`src/rtl/tx_subst_filter.sv`:
```
module tx_subst_filter #(
  parameter int DW = 8
) (
  input  logic          clk,
  input  logic          rst_n,
  input  logic          in_valid,
  input  logic [DW-1:0] in_data,
  output logic          in_ready,
  output logic          out_valid,
  output logic [DW-1:0] out_data,
  input  logic          out_ready,
  input  logic [4:0]    mode,
  input  logic [DW-1:0] match_a,
  input  logic [DW-1:0] match_b,
  input  logic [DW-1:0] sub_a_first,
  input  logic [DW-1:0] sub_a_second,
  input  logic [DW-1:0] sub_b
);

  logic          pend_v;
  logic [DW-1:0] pend_d;

  wire hit_a   = mode[0] && (in_data == match_a);
  wire hit_b   = !hit_a && mode[1] && (in_data == match_b);
  wire drop    = (hit_a && mode[2]) || (hit_b && mode[3]);
  wire expand  = hit_a && !mode[2] && mode[4];
  wire out_free = !out_valid || out_ready;
  wire take    = in_valid && in_ready;

  logic [DW-1:0] first_byte;
  always_comb begin
    first_byte = in_data;
    if (expand)     first_byte = sub_a_first;
    else if (hit_b) first_byte = sub_b;
  end

  assign in_ready = !pend_v && out_free;

  always_ff @(posedge clk) begin
    if (!rst_n) begin
      out_valid <= 1'b0;
      out_data  <= '0;
      pend_v    <= 1'b0;
      pend_d    <= '0;
    end else if (pend_v && out_free) begin
      out_valid <= 1'b1;
      out_data  <= pend_d;
      pend_v    <= 1'b0;
    end else if (take) begin
      out_valid <= !drop;
      if (!drop) out_data <= first_byte;
      pend_v    <= expand;
      pend_d    <= sub_a_second;
    end else if (out_ready) begin
      out_valid <= 1'b0;
    end
  end


  hold_stable_chk: assert property (@(posedge clk) disable iff (!rst_n)
    out_valid && !out_ready |=> out_valid && $stable(out_data));


  expand_stall_chk: assert property (@(posedge clk) disable iff (!rst_n)
    in_valid && in_ready && mode[0] && !mode[2] && mode[4] && in_data == match_a
    |=> !in_ready && out_valid && out_data == $past(sub_a_first));


  drop_a_chk: assert property (@(posedge clk) disable iff (!rst_n)
    in_valid && in_ready && mode[0] && mode[2] && in_data == match_a |=> !out_valid);


  drop_b_chk: assert property (@(posedge clk) disable iff (!rst_n)
    in_valid && in_ready && !(mode[0] && in_data == match_a)
    && mode[1] && mode[3] && in_data == match_b |=> !out_valid);


  swap_b_chk: assert property (@(posedge clk) disable iff (!rst_n)
    in_valid && in_ready && !(mode[0] && in_data == match_a)
    && mode[1] && !mode[3] && in_data == match_b
    |=> out_valid && out_data == $past(sub_b));

endmodule

```
`config.mk`:
```
export PLATFORM = sky130hd
export DESIGN_NAME = tx_subst_filter
export DESIGN_NICKNAME = d
export VERILOG_FILES = /design/src/rtl/tx_subst_filter.sv
export SDC_FILE = /design/constraint.sdc
export NUM_CORES = 1
export LEC_CHECK = 0
export ABC_AREA = 1
export BUFFER_PORTS_ARGS = -buffer_cell sky130_fd_sc_hd__buf_2
export CAP_MARGIN = 20
export CORE_MARGIN = 2
export CORE_UTILIZATION = 46
export CTS_CLUSTER_DIAMETER = 80
export DETAILED_ROUTE_END_ITERATION = 6
export PLACE_DENSITY = 0.89
export SLEW_MARGIN = 20
export SYNTH_ARGS = -nofsm -noshare
export SYNTH_HDL_FRONTEND = slang
export SYNTH_SLANG_ARGS = --single-unit
```
`constraint.sdc`:
```
create_clock -name clk -period 1.6 [get_ports clk]
set_input_delay 0.24 -clock clk [delete_from_list [all_inputs] [get_ports clk]]
set_output_delay 0.24 -clock clk [all_outputs]
set_load 0.1 [all_outputs]
```
* Word level (Yosys, flattened, before mapping) *
Cells that the tools add are included.
W data, S select, Z words.

storage, ports and cells
  output and inout port bits = 10
  flip-flop bits (word level) = 18
  logic and storage cells = 39
  bits of input ports = 57

operators by class
  bitwise operators = 2
  muxes and demuxes = 8
  reduce and logical (&&, ||, !) cells = 22
  equality and inequality tests = 3

operators by type and width
  kind                  number
  $mux W8               5
  $eq A8 B8 Y1          2
  $logic_and A1 B1 Y1   10
  $logic_not A1 Y1      5
  $reduce_and A2 Y1     2
  $mux W1               3
  $reduce_bool A3 Y1    1
  $logic_or A1 B1 Y1    2
  $ne A2 B1 Y1 const B  1
  $not A1 Y1            2
  $reduce_bool A2 Y1    1
  $reduce_or A2 Y1      1

* Logic depth before layout (Yosys ltp) *
Gate-level depths: netlist of run 1.

  depth in word-level cells = 10
  mapped depth = 14
  mapped depth without buffers = 14

* Least setup slack after synthesis of run 1 *
No wires, ideal clock.

  path type = register -> register
  start = register out_valid
  end = register out_data[0]
  buffers on the path = 0
  arrival time = 2.706 ns
  library setup time = 0.065 ns
  setup slack = -1.171 ns
  required time = 1.535 ns
  stages on the path, launching flop included = 13
  clock period less this slack = 2.771 ns
  path through = dfxtp_1 nand2_1 nand2_1 inv_1 nand2_1 clkinv_1 nand2_1 inv_2 nand2_4 nand3_1 nand2_1 nor2_1 nor2_1

between the ends
  cells in the longest elaborated chain, start to end = 6
  elaborated cells on any way between the ends = 9
  classes of those cells = eq/ne (1); mux (1); reduce/logical (7)

ends and longest elaborated chain
  what                                 RTL line  RTL
  start, declared                      9         output logic out_valid,
  start signal, assigned               50        out_valid <= !drop;
  $logic_not A1 Y1                     27        wire out_free = !out_valid || out_ready;
  $logic_or A1 B1 Y1                   27
  $logic_and A1 B1 Y1                  37        assign in_ready = !pend_v && out_free;
  net in_ready                         8         output logic in_ready,
  $logic_and A1 B1 Y1                  28        wire take = in_valid && in_ready;
  $reduce_bool A2 Y1 (no source line)  -
  $reduce_and A2 Y1 (no source line)   -
  end signal, assigned                 47        out_data <= pend_d;
  end signal, assigned                 51        if (!drop) out_data <= first_byte;
  end, declared                        10        output logic [DW-1:0] out_data,

The timed path passes the listed nets, and every way through them passes these cells.
A chain may end at the register's enable or synchronous reset.

* Worst setup path in the final report of run 1 *
  start = register out_valid
  end = output port in_ready

between the ends
  cells in the longest elaborated chain, start to end = 3

ends and longest elaborated chain
  what                 RTL line
  $logic_not A1 Y1     27
  $logic_or A1 B1 Y1   27
  $logic_and A1 B1 Y1  37
  end, declared        8

No other way between the ends.

==> results.md, run 1 <==
* Clk_lat worst skew at 0.30 ns
* Post-DRT Antenna Nets at 0
* CP Launch Type: register
* Hold slack at 0.160 ns
* Synth area leaders: dfxtp_1 (27%), nand2_1 (23%), nor2_1 (13%)
* CP delay by family, top: buffers and inverters
* Hold buffers post-CTS at 0
* DP HPWL at 2860 µm
* WL/cell at 9.65 µm
* Leakage at 1.07 nW
* Avg Cell Area, Syn at 5.56 µm²
* Die Width at 58.0 µm
* Hold path cells at 3
* Die Ht at 58.0 µm
* FFs w/ async S/R, synth at 0
* # nets final at 381
* Sequential-to-total area share from yosys stat at 0.269
* Reg2Reg Setup Slack at 0.21 ns
* Adder-Cell Fraction of Synth Area at 0
* Core Box Area at 2760 µm²
* Status: finished, final reports clean
* Ant diodes at 0
* Simple-gate portion of the synthesized area at 0.547
* Peak supply drop at 0.000838 V
* Compound-Gate Fraction of Synth Area at 0.0644
* Synthesized Nets at 298
* Hold Crit Endpoint: pend_d[5]
* Top-area cell type share of the netlist area at 0.269
* WP buf/inv at 2
* Unrepaired setup endpoints after global routing: no
* Kind of critical path: register to output port
* Post-route clock period utilization at 0.908
* Post-synth top cells: nand2_1 (83), nor2_1 (45), nand3_1 (27)
* GRT Total Usage at 0.220
* Initial antenna violation count at 0
* FP Rows at 19
* Max clock buf depth at 2
* CP Max Fanout at 3
* Most Frequent Cell on Critical Path: nand2_2
* Power, Total at 0.00114 W
* Clk sinks at 18
* Worst path cell trace: nand2_2 > nand2_2 > clkinvlp_4 > clkbuf_4
* Die footprint at 3360 µm²
* Cell Pwr Density at 608 nW/µm²
* Largest family of logic cells by synthesized area: simple AND/OR/NAND/NOR gates
* Total CTS buffers at 3
* Reg area at 364 µm²
* I/O Buffers at 66
* Reg-to-Reg Start: out_valid
* Clock Skews at 0.0137 ns
* Hold Crit Class: primary input to register
* Crit path time final at 1.45 ns
* Required time of the worst setup path at 1.36 ns
* Crit end category: output port
* Vias at 1712
* Post-synth top area cell: dfxtp_1
* Reg-to-Reg End: out_data[2]
* CTS tree: yes
* Initial Util at 0.486
* Layout cell share with drive strength beyond 1 at 0.325
* Clk root buf: clkbuf_4
* Synth unique cells at 21
* Yosys reg bits at 18
* Final hold vios at 0
* Arr. time, crit path at 1.21 ns
* Fmax at 689 MHz
* Detailed Route Iter0 Violations at 33
* Largest net degree at the start of global routing at 19
* Placer Congestion at 0.810
* GRT Residual Overflow at 0
* First-pass GRT wire length at 5850 µm
* Slew HR at 0.675
* Register-to-Register Path Depth at 12
* Pins Over Slew Limit at 0
* Post-synthesis mux area share at 0
* Reg clk slew, reported paths at 0.11 ns
* Post-synth EDFFs at 0
* Hold_sp: sub_a_second[5]
* Max Cap Viol at 0
* First drt pass iteration count at 5
* Most used flip-flop cell after synthesis: dfxtp_1
* CTS H-tree depth at 1
* Area Growth Syn to Fin at 39.4%
* Max incr delay on CP at 0.36 ns
* Slew @ Worst Pin at 0.485 ns
* Vias per inst at 4.84
* Multi-input logic area at 862 µm²
* Endpoints failing setup at 0
* Synth Cell Area at 1340 µm²
* Vias in the first global route at 1470
* DRC violations left at 0
* Syn Inst Count at 241
* Synthesis Warnings at 0
* Post-Synth XOR/XNOR Area at 0.0131
* Count leader, synth: nand2_1
* Critical-path top delay cell: dfxtp_4
* Fill cell count at 268
* DRT Wirelength at 3420 µm
* I/O pin count at 67
## worst max-delay path by stage
stage | start | to | slack [ns] | cells after the start
2_1_floorplan | out_valid | out_data[1] | -0.49 | 12
3_3_place_gp | in_data[0] | out_data[4] | -0.03 | 14
3_5_place_dp | in_data[0] | out_data[4] | -0.1 | 14
4_1_cts | out_valid | in_ready | 0.05 | 4
5_1_grt | in_data[1] | out_data[6] | 0.009 | 14
6_report | out_valid | in_ready | 0.15 | 4
## cell type report
class / count / area share
Sequential cell: 18 / 0.195
Multi-Input combinational cell: 187 / 0.461
Inverter: 34 / 0.0743
Clock buffer: 4 / 0.0141
Tap cell: 31 / 0.0208
Timing Repair Buffer: 80 / 0.234
## timing repair
item,CTS,global route
setup endpoints to repair,0,1
setup buffers,0,0
gates resized for setup,0,1
## per-stage QoR
step | TNS (ns) | cell area [µm²] | setup WS, ns | utilization | cells
floorplan | -6.02 | 1380 | -0.485 | - | 241
global placement | -0.114 | 1840 | -0.0304 | 0.667 | 350
detailed placement | -0.526 | 1840 | -0.0988 | 0.667 | 350
CTS | 0 | 1870 | 0.0477 | 0.676 | 354
global route | 0 | 1870 | 0.00928 | 0.677 | 354
finish | 0 | 1870 | 0.148 | 0.677 | 354
## tightest hold or removal path, cell delays in order
cell	delay [ns]
buf_2	0.09
nand2_1	0.04
a21oi_1	0.05
## per-layer routing
layer  track usage  part of all wire  vias up
met3        0.0513             0.051        6
met5             0                 0        -
li1              -                 -      915
met1         0.272              0.44      745
met2         0.381              0.49       46
met4        0.0631             0.012        0
## power by group
group | total, W | leakage (nW) | internal (W) | switching (W)
registers | 0.000489 | 0.149 | 0.000475 | 0.0000141
clock network | 0.000236 | 0.0150 | 0.0000972 | 0.000139
logic | 0.000411 | 0.909 | 0.000139 | 0.000271
## registers in the layout (all words and copies together), names as in the netlist
name / count
pend_v: 1
pend_d: 8
out_valid: 1
out_data: 8
## kinds of logic after synthesis
logic type             after synthesis
XOR/XNOR                             2
buffers and inverters               36
flip-flops                          18
AO/OA/AOI/OAI                       15
AND/OR/NAND/NOR                    170
## placed cells by master, fill, tap and decap left out, drive strengths merged
master	count
nand2	85
clkinvlp	1
xor2	2
nand3	28
buf	79
nand4	8
a21oi	10
nor3	1
clkbuf	5
clkinv	3
nor2	48
a211oi	1
o21ai	4
inv	30
dfxtp	18
No activity file was read; power rests on OpenSTA's default activity.
==> run 2, diff against run 1 <==
--- a/config.mk
+++ b/config.mk
@@ -12,7 +12,9 @@
 export CORE_UTILIZATION = 46
 export CTS_CLUSTER_DIAMETER = 80
 export DETAILED_ROUTE_END_ITERATION = 6
+export MAX_ROUTING_LAYER = met4
 export PLACE_DENSITY = 0.89
+export SETUP_SLACK_MARGIN = 0.15
 export SLEW_MARGIN = 20
 export SYNTH_ARGS = -nofsm -noshare
 export SYNTH_HDL_FRONTEND = slang
==> run 2 against run 1 <==
Clock power barely moved; total power up 4.3%; non-clock buffer count increased by 9; wire length grew 24%; via count is 9.9% higher; register-to-register slack is essentially flat; flip-flop and latch count unchanged; design area grew 10%; final cell count rose by 2.8%; largest cell class unchanged; largest power group unchanged; highest routed layer unchanged.
==> results.md, run 2 (same netlist as run 1, synthesis figures left out) <==
* Clk_lat worst skew at 0.30 ns (about the same)
* Fmax at 664 MHz (was 689 MHz)
* Hold buffers post-CTS at 0 (unchanged)
* DP HPWL at 2860 µm (unchanged)
* CTS H-tree depth at 1 (unchanged)
* Detailed Route Iter0 Violations at 63 (was 33)
* Placer Congestion at 0.822 (was 0.810)
* Register share of total power at 0.413 (was 0.430)
* Vias at 1881 (was 1712)
* Final hold vios at 0 (unchanged)
* Hold Crit Class: primary input to register (unchanged)
* Final core occ at 0.746 (was 0.677)
* Leakage at 1.15 nW (was 1.07 nW)
* Pins Over Slew Limit at 0 (unchanged)
* Endpoints failing setup at 0 (unchanged)
* Initial antenna violation count at 0 (unchanged)
* DRT Wirelength at 4240 µm (was 3420 µm)
* Slew @ Worst Pin at 0.496 ns (was 0.485 ns)
* Initial Util at 0.486 (unchanged)
* CP Launch Type: primary input (was register)
* Commonest non-fill, non-tap cell in the layout: nand2_1 (unchanged)
* Reg2Reg Setup Slack at 0.21 ns (about the same)
* I/O Buffers at 66 (unchanged)
* Top flop regs: out_data: 8 flops, pend_d: 8 flops (unchanged)
* Hold_sp: sub_a_second[5] (unchanged)
* Reg-to-Reg Start: out_valid (unchanged)
* Slew HR at 0.667 (was 0.675)
* Cell Area, Placed at 1840 µm² (unchanged)
* Final instance area at 2060 µm² (was 1870 µm²)
* Max clock buf depth at 2 (unchanged)
* Most Frequent Cell on Critical Path: nor2_1 (was nand2_2)
* Area Growth Syn to Fin at 53.5% (was 39.4%)
* Ant diodes at 0 (unchanged)
* Max Cap Viol at 0 (unchanged)
* Largest net degree at the start of global routing at 19 (unchanged)
* Int Power at 0.000734 W (was 0.000711 W)
* Vias in the first global route at 1468 (was 1470)
* Placed insts at 350 (unchanged)
* Core Box Area at 2760 µm² (unchanged)
* Critical-path top delay cell: nor3_4 (was dfxtp_4)
* First drt pass iteration count at 4 (was 5)
* First-pass GRT wire length at 5860 µm (was 5850 µm)
* Clock Power Share at 0.199 (was 0.208)
* CP Max Fanout at 7 (was 3)
* Die footprint at 3360 µm² (unchanged)
* Switching Share at 0.380 (was 0.374)
* Combinational group share of total power at 0.388 (was 0.362)
* Post-route clock period utilization at 0.942 (was 0.908)
* Dpl ws at -0.0988 ns (unchanged)
* Layout cell share with drive strength beyond 1 at 0.378 (was 0.325)
* Unrepaired setup endpoints after global routing: yes (was no)
* Cell Pwr Density at 576 nW/µm² (was 608 nW/µm²)
* Reg clk slew, reported paths at 0.10 ns (was 0.11 ns)
* GRT Total Usage at 0.227 (was 0.220)
* Status: finished, final reports clean (unchanged)
* Sw power at 0.000450 W (was 0.000424 W)
* Post-DRT Antenna Nets at 0 (unchanged)
* Total CTS buffers at 3 (unchanged)
* Clock Skews at 0.0117 ns (was 0.0137 ns)
* Power, Total at 0.00118 W (was 0.00114 W)
* Final setup margin at 0.0934 ns (was 0.148 ns)
* Arr. time, crit path at 1.73 ns (was 1.21 ns)
* Peak supply drop at 0.000844 V (was 0.000838 V)
* Most frequent cells in the layout: nand2_1 (75), buf_2 (59), nor2_1 (41) (was nand2_1 (79), buf_2 (65), nor2_1 (45))
* I/O pin count at 67 (unchanged)
* Hold path cells at 3 (unchanged)
* WL/cell at 11.7 µm (was 9.65 µm)
* Vias per inst at 5.17 (was 4.84)
* CTS tree: yes (unchanged)
* Hold Crit Endpoint: pend_d[5] (unchanged)
* Required time of the worst setup path at 1.83 ns (was 1.36 ns)
* Non-Filler Instances at 364 (was 354)
* Clk sinks at 18 (unchanged)
* DRC violations left at 0 (unchanged)
* Reg-to-Reg End: out_data[6] (was out_data[2])
* Crit path time final at 1.51 ns (was 1.45 ns)
* Max incr delay on CP at 0.24 ns (was 0.36 ns)
* Crit end category: register (was output port)
* Register-to-Register Path Depth at 12 (unchanged)
* Die Ht at 58.0 µm (unchanged)
* Kind of critical path: primary input to register (was register to output port)
* GRT Residual Overflow at 0 (unchanged)
* Clk root buf: clkbuf_4 (unchanged)
* Worst path cell trace: buf_2 > inv_1 > nand2_1 > nand2_1 > nand3_1 > nor2_4 > nand2_4 > nor3_4 > buf_6 > nor2_2 > nor2_1 > nor2_1 > nor2_1 (was nand2_2 > nand2_2 > clkinvlp_4 > clkbuf_4)
* FP Rows at 19 (unchanged)
* Fill cell count at 211 (was 268)
* Die Width at 58.0 µm (unchanged)
* # nets final at 391 (was 381)
[run 2: cell count changes in the layout (fill, tap and decap cells not counted), moves of 2 or more]
cell and change:
buf_4 +8, nand2_1 -4, nor2_1 -4, buf_2 -6, nor2_4 +2, inv_1 -2, nand2_2 +2, nor2_2 +2
buf_6 +8
[run 2: worst max-delay path by stage]
stage                     startpoint           to  slack, ns  depth (start not counted)
final                     in_data[6]  out_data[6]       0.09                         13
after global routing      in_data[6]  out_data[6]      -0.07                         13
after CTS                  out_valid     in_ready       0.18                          4
after detailed placement  in_data[0]  out_data[4]       -0.1                         14
after global placement    in_data[0]  out_data[4]      -0.03                         14
after floorplan            out_valid  out_data[1]      -0.49                         12
[run 2: final cells by class]
| class | count | area (µm²) | share of cell area |
|---|---|---|---|
| well taps | 31 | 38.8 | 0.0189 |
| flip-flops and latches | 18 | 364 | 0.177 |
| repair buffers | 89 | 551 | 0.268 |
| clock buffers | 4 | 26.3 | 0.0128 |
| inverters | 34 | 144 | 0.0700 |
| multi-input cells | 188 | 933 | 0.454 |
[run 2: layer usage]
layer | up-vias | global-route usage | wire length (µm)
met3 | 17 | 0.0536 | 298
li1 | 942 | - | -
met4 | 0 | 0.0631 | 129
met2 | 84 | 0.381 | 2110
met1 | 838 | 0.271 | 1700
met5 | - | - | 0
[run 2: per-stage QoR]
stage          hold WS [ns]  TNS, ns
5_1_grt               0.160  -0.0798
2_1_floorplan         0.376    -6.02
6_report              0.161        0
4_1_cts               0.163        0
3_3_place_gp          0.453   -0.114
3_5_place_dp          0.457   -0.526
[run 2: timing repair]
action                                  4_1_cts  5_1_grt
endpoints found under the setup margin        1        9
setup buffers                                 0        9
resized for setup                             1       31
pin swaps                                     0       22
hold endpoints to repair                      0        0
gates cloned                                  0        1
[run 2: worst max-delay path: cells and delay by family]
kind	cells	cell delay, ns
buffers and inverters	3	0.37
AND/OR/NAND/NOR	10	1.12
[run 2: power by group through the flow]
stage | registers (W) | logic (W) | clock network [W]
after global routing | 0.000492 | 0.000499 | 0.000252
final | 0.000489 | 0.000459 | 0.000236
after global placement | 0.000498 | 0.000404 | 0
after floorplan | 0.000601 | 0.000164 | 0
after CTS | 0.000489 | 0.000413 | 0.000239
after detailed placement | 0.000499 | 0.000411 | 0
==> run 3, diff against run 2 <==
--- a/config.mk
+++ b/config.mk
@@ -5,15 +5,15 @@
 export SDC_FILE = /design/constraint.sdc
 export NUM_CORES = 1
 export LEC_CHECK = 0
-export ABC_AREA = 1
 export BUFFER_PORTS_ARGS = -buffer_cell sky130_fd_sc_hd__buf_2
 export CAP_MARGIN = 20
 export CORE_MARGIN = 2
-export CORE_UTILIZATION = 46
+export CORE_UTILIZATION = 42
 export CTS_CLUSTER_DIAMETER = 80
+export CTS_CLUSTER_SIZE = 10
 export DETAILED_ROUTE_END_ITERATION = 6
 export MAX_ROUTING_LAYER = met4
-export PLACE_DENSITY = 0.89
+export PLACE_DENSITY = 0.87
 export SETUP_SLACK_MARGIN = 0.15
 export SLEW_MARGIN = 20
 export SYNTH_ARGS = -nofsm -noshare
==> run 3 against run 2 <==
Clock skew barely moved; largest power group is now combinational logic; the flow now finishes with violations (setup timing); die area down 9.1%; hold slack worse by 0.0027 ns; via count down 23%; critical path type is now register to register.
==> results.md, run 3 <==
* Fmax at 610 MHz (was 664 MHz)
* Syn Inst Count at 124 (was 241)
* Max Cap Viol at 0 (unchanged)
* # nets final at 278 (was 391)
* Reg clk slew, reported paths at 0.11 ns (was 0.10 ns)
* Required time of the worst setup path at 1.81 ns (was 1.83 ns)
* Largest family of logic cells by synthesized area: simple AND/OR/NAND/NOR gates (unchanged)
* Die Width at 55.3 µm (was 58.0 µm)
* Pins Over Slew Limit at 0 (unchanged)
* Crit path time final at 1.64 ns (was 1.51 ns)
* Sum of negative setup slack at -0.0691 ns (was 0 ns)
* CTS H-tree depth at 1 (unchanged)
* Yosys reg bits at 18 (unchanged)
* FFs w/ async S/R, synth at 0 (unchanged)
* Avg Cell Area, Syn at 8.90 µm² (was 5.56 µm²)
* DP HPWL at 2650 µm (was 2860 µm)
* Count leader, synth: nand2_1 (unchanged)
* CP Launch Type: register (was primary input)
* I/O pin count at 67 (unchanged)
* Hold Crit Class: primary input to register (unchanged)
* Compound-Gate Fraction of Synth Area at 0.212 (was 0.0644)
* Vias at 1441 (was 1881)
* Post-route clock period utilization at 1.03 (was 0.942)
* Die footprint at 3050 µm² (was 3360 µm²)
* Final core occ at 0.812 (was 0.746)
* Layout cell share with drive strength beyond 1 at 0.668 (was 0.378)
* Post-Synth XOR/XNOR Area at 0.127 (was 0.0131)
* Adder-Cell Fraction of Synth Area at 0 (unchanged)
* Post-synthesis mux area share at 0.0726 (was 0)
* Reg area at 364 µm² (unchanged)
* Hold_sp: sub_a_second[0] (was sub_a_second[5])
* Final hold vios at 0 (unchanged)
* GRT Residual Overflow at 0 (unchanged)
* Initial antenna violation count at 0 (unchanged)
* Most frequent cells in the layout: buf_2 (63), buf_4 (26), nand2_1 (17), dfxtp_1 (17), a21oi_1 (9) (was nand2_1 (75), buf_2 (59), nor2_1 (41))
* Most used flip-flop cell after synthesis: dfxtp_1 (unchanged)
* DRC violations left at 0 (unchanged)
* Synthesized Nets at 181 (was 298)
* Leakage at 0.949 nW (was 1.15 nW)
* First drt pass iteration count at 4 (unchanged)
* Fill cell count at 140 (was 211)
* Reg-to-Reg Start: out_valid (unchanged)
* Die Ht at 55.3 µm (was 58.0 µm)
* Commonest non-fill, non-tap cell in the layout: buf_2 (was nand2_1)
* CTS tree: yes (unchanged)
* DRT Wirelength at 5010 µm (was 4240 µm)
* Ant diodes at 0 (unchanged)
* CP Max Fanout at 5 (was 7)
* Synth Cell Area at 1100 µm² (was 1340 µm²)
* Multi-input logic area at 977 µm² (was 933 µm²)
* Cell Pwr Density at 618 nW/µm² (was 576 nW/µm²)
* Synthesis Warnings at 0 (unchanged)
* Final setup margin at -0.0407 ns (was 0.0934 ns)
* Simple-gate portion of the synthesized area at 0.238 (was 0.547)
* Violated checks: setup timing
* Slew @ Worst Pin at 0.503 ns (was 0.496 ns)
* Vias per inst at 5.76 (was 5.17)
* Post-synth top cells: nand2_1 (19), dfxtp_1 (18), a21oi_1 (9), xnor2_1 (9), mux2i_1 (8) (was nand2_1 (83), nor2_1 (45), nand3_1 (27))
* Core Box Area at 2480 µm² (was 2760 µm²)
* Endpoints failing setup at 3 (was 0)
* Synth unique cells at 34 (was 21)
* Vias in the first global route at 1492 (was 1468)
* WL/cell at 20.0 µm (was 11.7 µm)
* Setup crit start: out_valid (was in_data[6])
* Slew HR at 0.667 (about the same)
* Unrepaired setup endpoints after global routing: yes (unchanged)
* Kind of critical path: register to register (was primary input to register)
* Clk_lat worst skew at 0.31 ns (was 0.30 ns)
* Initial Util at 0.445 (was 0.486)
* Post-synth top area cell: dfxtp_1 (unchanged)
* Top flop regs: out_data: 8 flops, pend_d: 8 flops (unchanged)
* Synth area leaders: dfxtp_1 (33%), mux2i_1 (7.3%), xnor2_1 (7.1%) (was dfxtp_1 (27%), nand2_1 (23%), nor2_1 (13%))
* Power, Total at 0.00124 W (was 0.00118 W)
* Placer Congestion at 0.790 (was 0.822)
* Total CTS buffers at 3 (unchanged)
* Clock Skews at 0.0120 ns (was 0.0117 ns)
* Largest net degree at the start of global routing at 12 (was 19)
* Max clock buf depth at 2 (unchanged)
* Top-area cell type share of the netlist area at 0.327 (was 0.269)
* Arr. time, crit path at 1.85 ns (was 1.73 ns)
* Post-DRT Antenna Nets at 0 (unchanged)
* Clk root buf: clkbuf_4 (unchanged)
* GRT Total Usage at 0.287 (was 0.227)
* Area Growth Syn to Fin at 82.2% (was 53.5%)
* Post-synth EDFFs at 0 (unchanged)
* I/O Buffers at 66 (unchanged)
* Crit end category: register (unchanged)
* First-pass GRT wire length at 6690 µm (was 5860 µm)
* Sequential-to-total area share from yosys stat at 0.327 (was 0.269)
* Peak supply drop at 0.000690 V (was 0.000844 V)
* Status: finished with violations (was finished, final reports clean)
* FP Rows at 18 (was 19)
* Clk sinks at 18 (unchanged)
* Detailed Route Iter0 Violations at 44 (was 63)
## run 3: cell types whose count changed after synthesis, moves of 6 or more
cell | before | now
nand3_1 | 27 | 2
nor2_1 | 45 | 7
nand2_1 | 83 | 19
inv_1 | 26 | 1
nand4_1 | 8 | 2
mux2i_1 | 0 | 8
xnor2_1 | 0 | 9
## run 3: where the power goes
| part | total [W] | internal (W) | switching [W] |
|---|---|---|---|
| registers | 0.000494 | 0.000474 | 0.0000199 |
| clock network | 0.000247 | 0.0000974 | 0.000149 |
| logic | 0.000502 | 0.000204 | 0.000297 |
| total | 0.00124 | 0.000775 | 0.000467 |
## run 3: routing by layer
metal	vias to the layer above	track usage	routed length (µm)	share of wire
li1	641	-	-	-
met1	669	0.289	1760	0.35
met2	95	0.488	2550	0.51
met3	36	0.0749	342	0.068
met4	0	0.188	355	0.071
met5	-	-	0	0
## run 3: timing repair
action,CTS,global route
pin swaps,7,14
gates resized for setup,19,28
buffers inserted,5,4
setup endpoints to repair,9,10
hold buffers,0,0
endpoints found under the hold margin,0,0
## run 3: layout make-up
cell class | instances | area share
clock buffer | 4 | 0.0131
timing repair buffer | 96 | 0.299
tap | 30 | 0.0187
sequential | 18 | 0.181
inverter | 1 | 0.00187
multi-input combinational | 101 | 0.486
## run 3: per-stage QoR
stage               cells  worst slack (ns)  area, µm²  hold WS (ns)
finish                250           -0.0407       2010         0.158
global route          250            -0.102       2010         0.188
CTS                   246            0.0339       1830         0.173
detailed placement    237            -0.348       1670         0.451
global placement      237            -0.262       1670         0.445
floorplan             124            -0.160       1170         0.373
## run 3: worst paths after layout
check	endpoint	slack, ns	cells after the start
setup / recovery	out_data[4]	-0.04	6
hold / removal	pend_d[0]	0.16	3
setup reg to reg	out_data[4]	-0.04	6
hold reg to reg	pend_d[6]	0.49	2
## run 3: logic make-up after synthesis
logic type / Yosys count
AO/OA/AOI/OAI: 31
buffers and inverters: 5
multiplexers: 8
XOR/XNOR: 16
AND/OR/NAND/NOR: 46
flip-flops: 18
## run 3: critical path, stage by stage (launching register included)
cell and delay [ns]:
dfxtp_4 0.36, nor2b_4 0.13, nor3b_4 0.22, o31a_2 0.19, o21ai_2 0.06, or2_4 0.30
o32ai_2 0.28
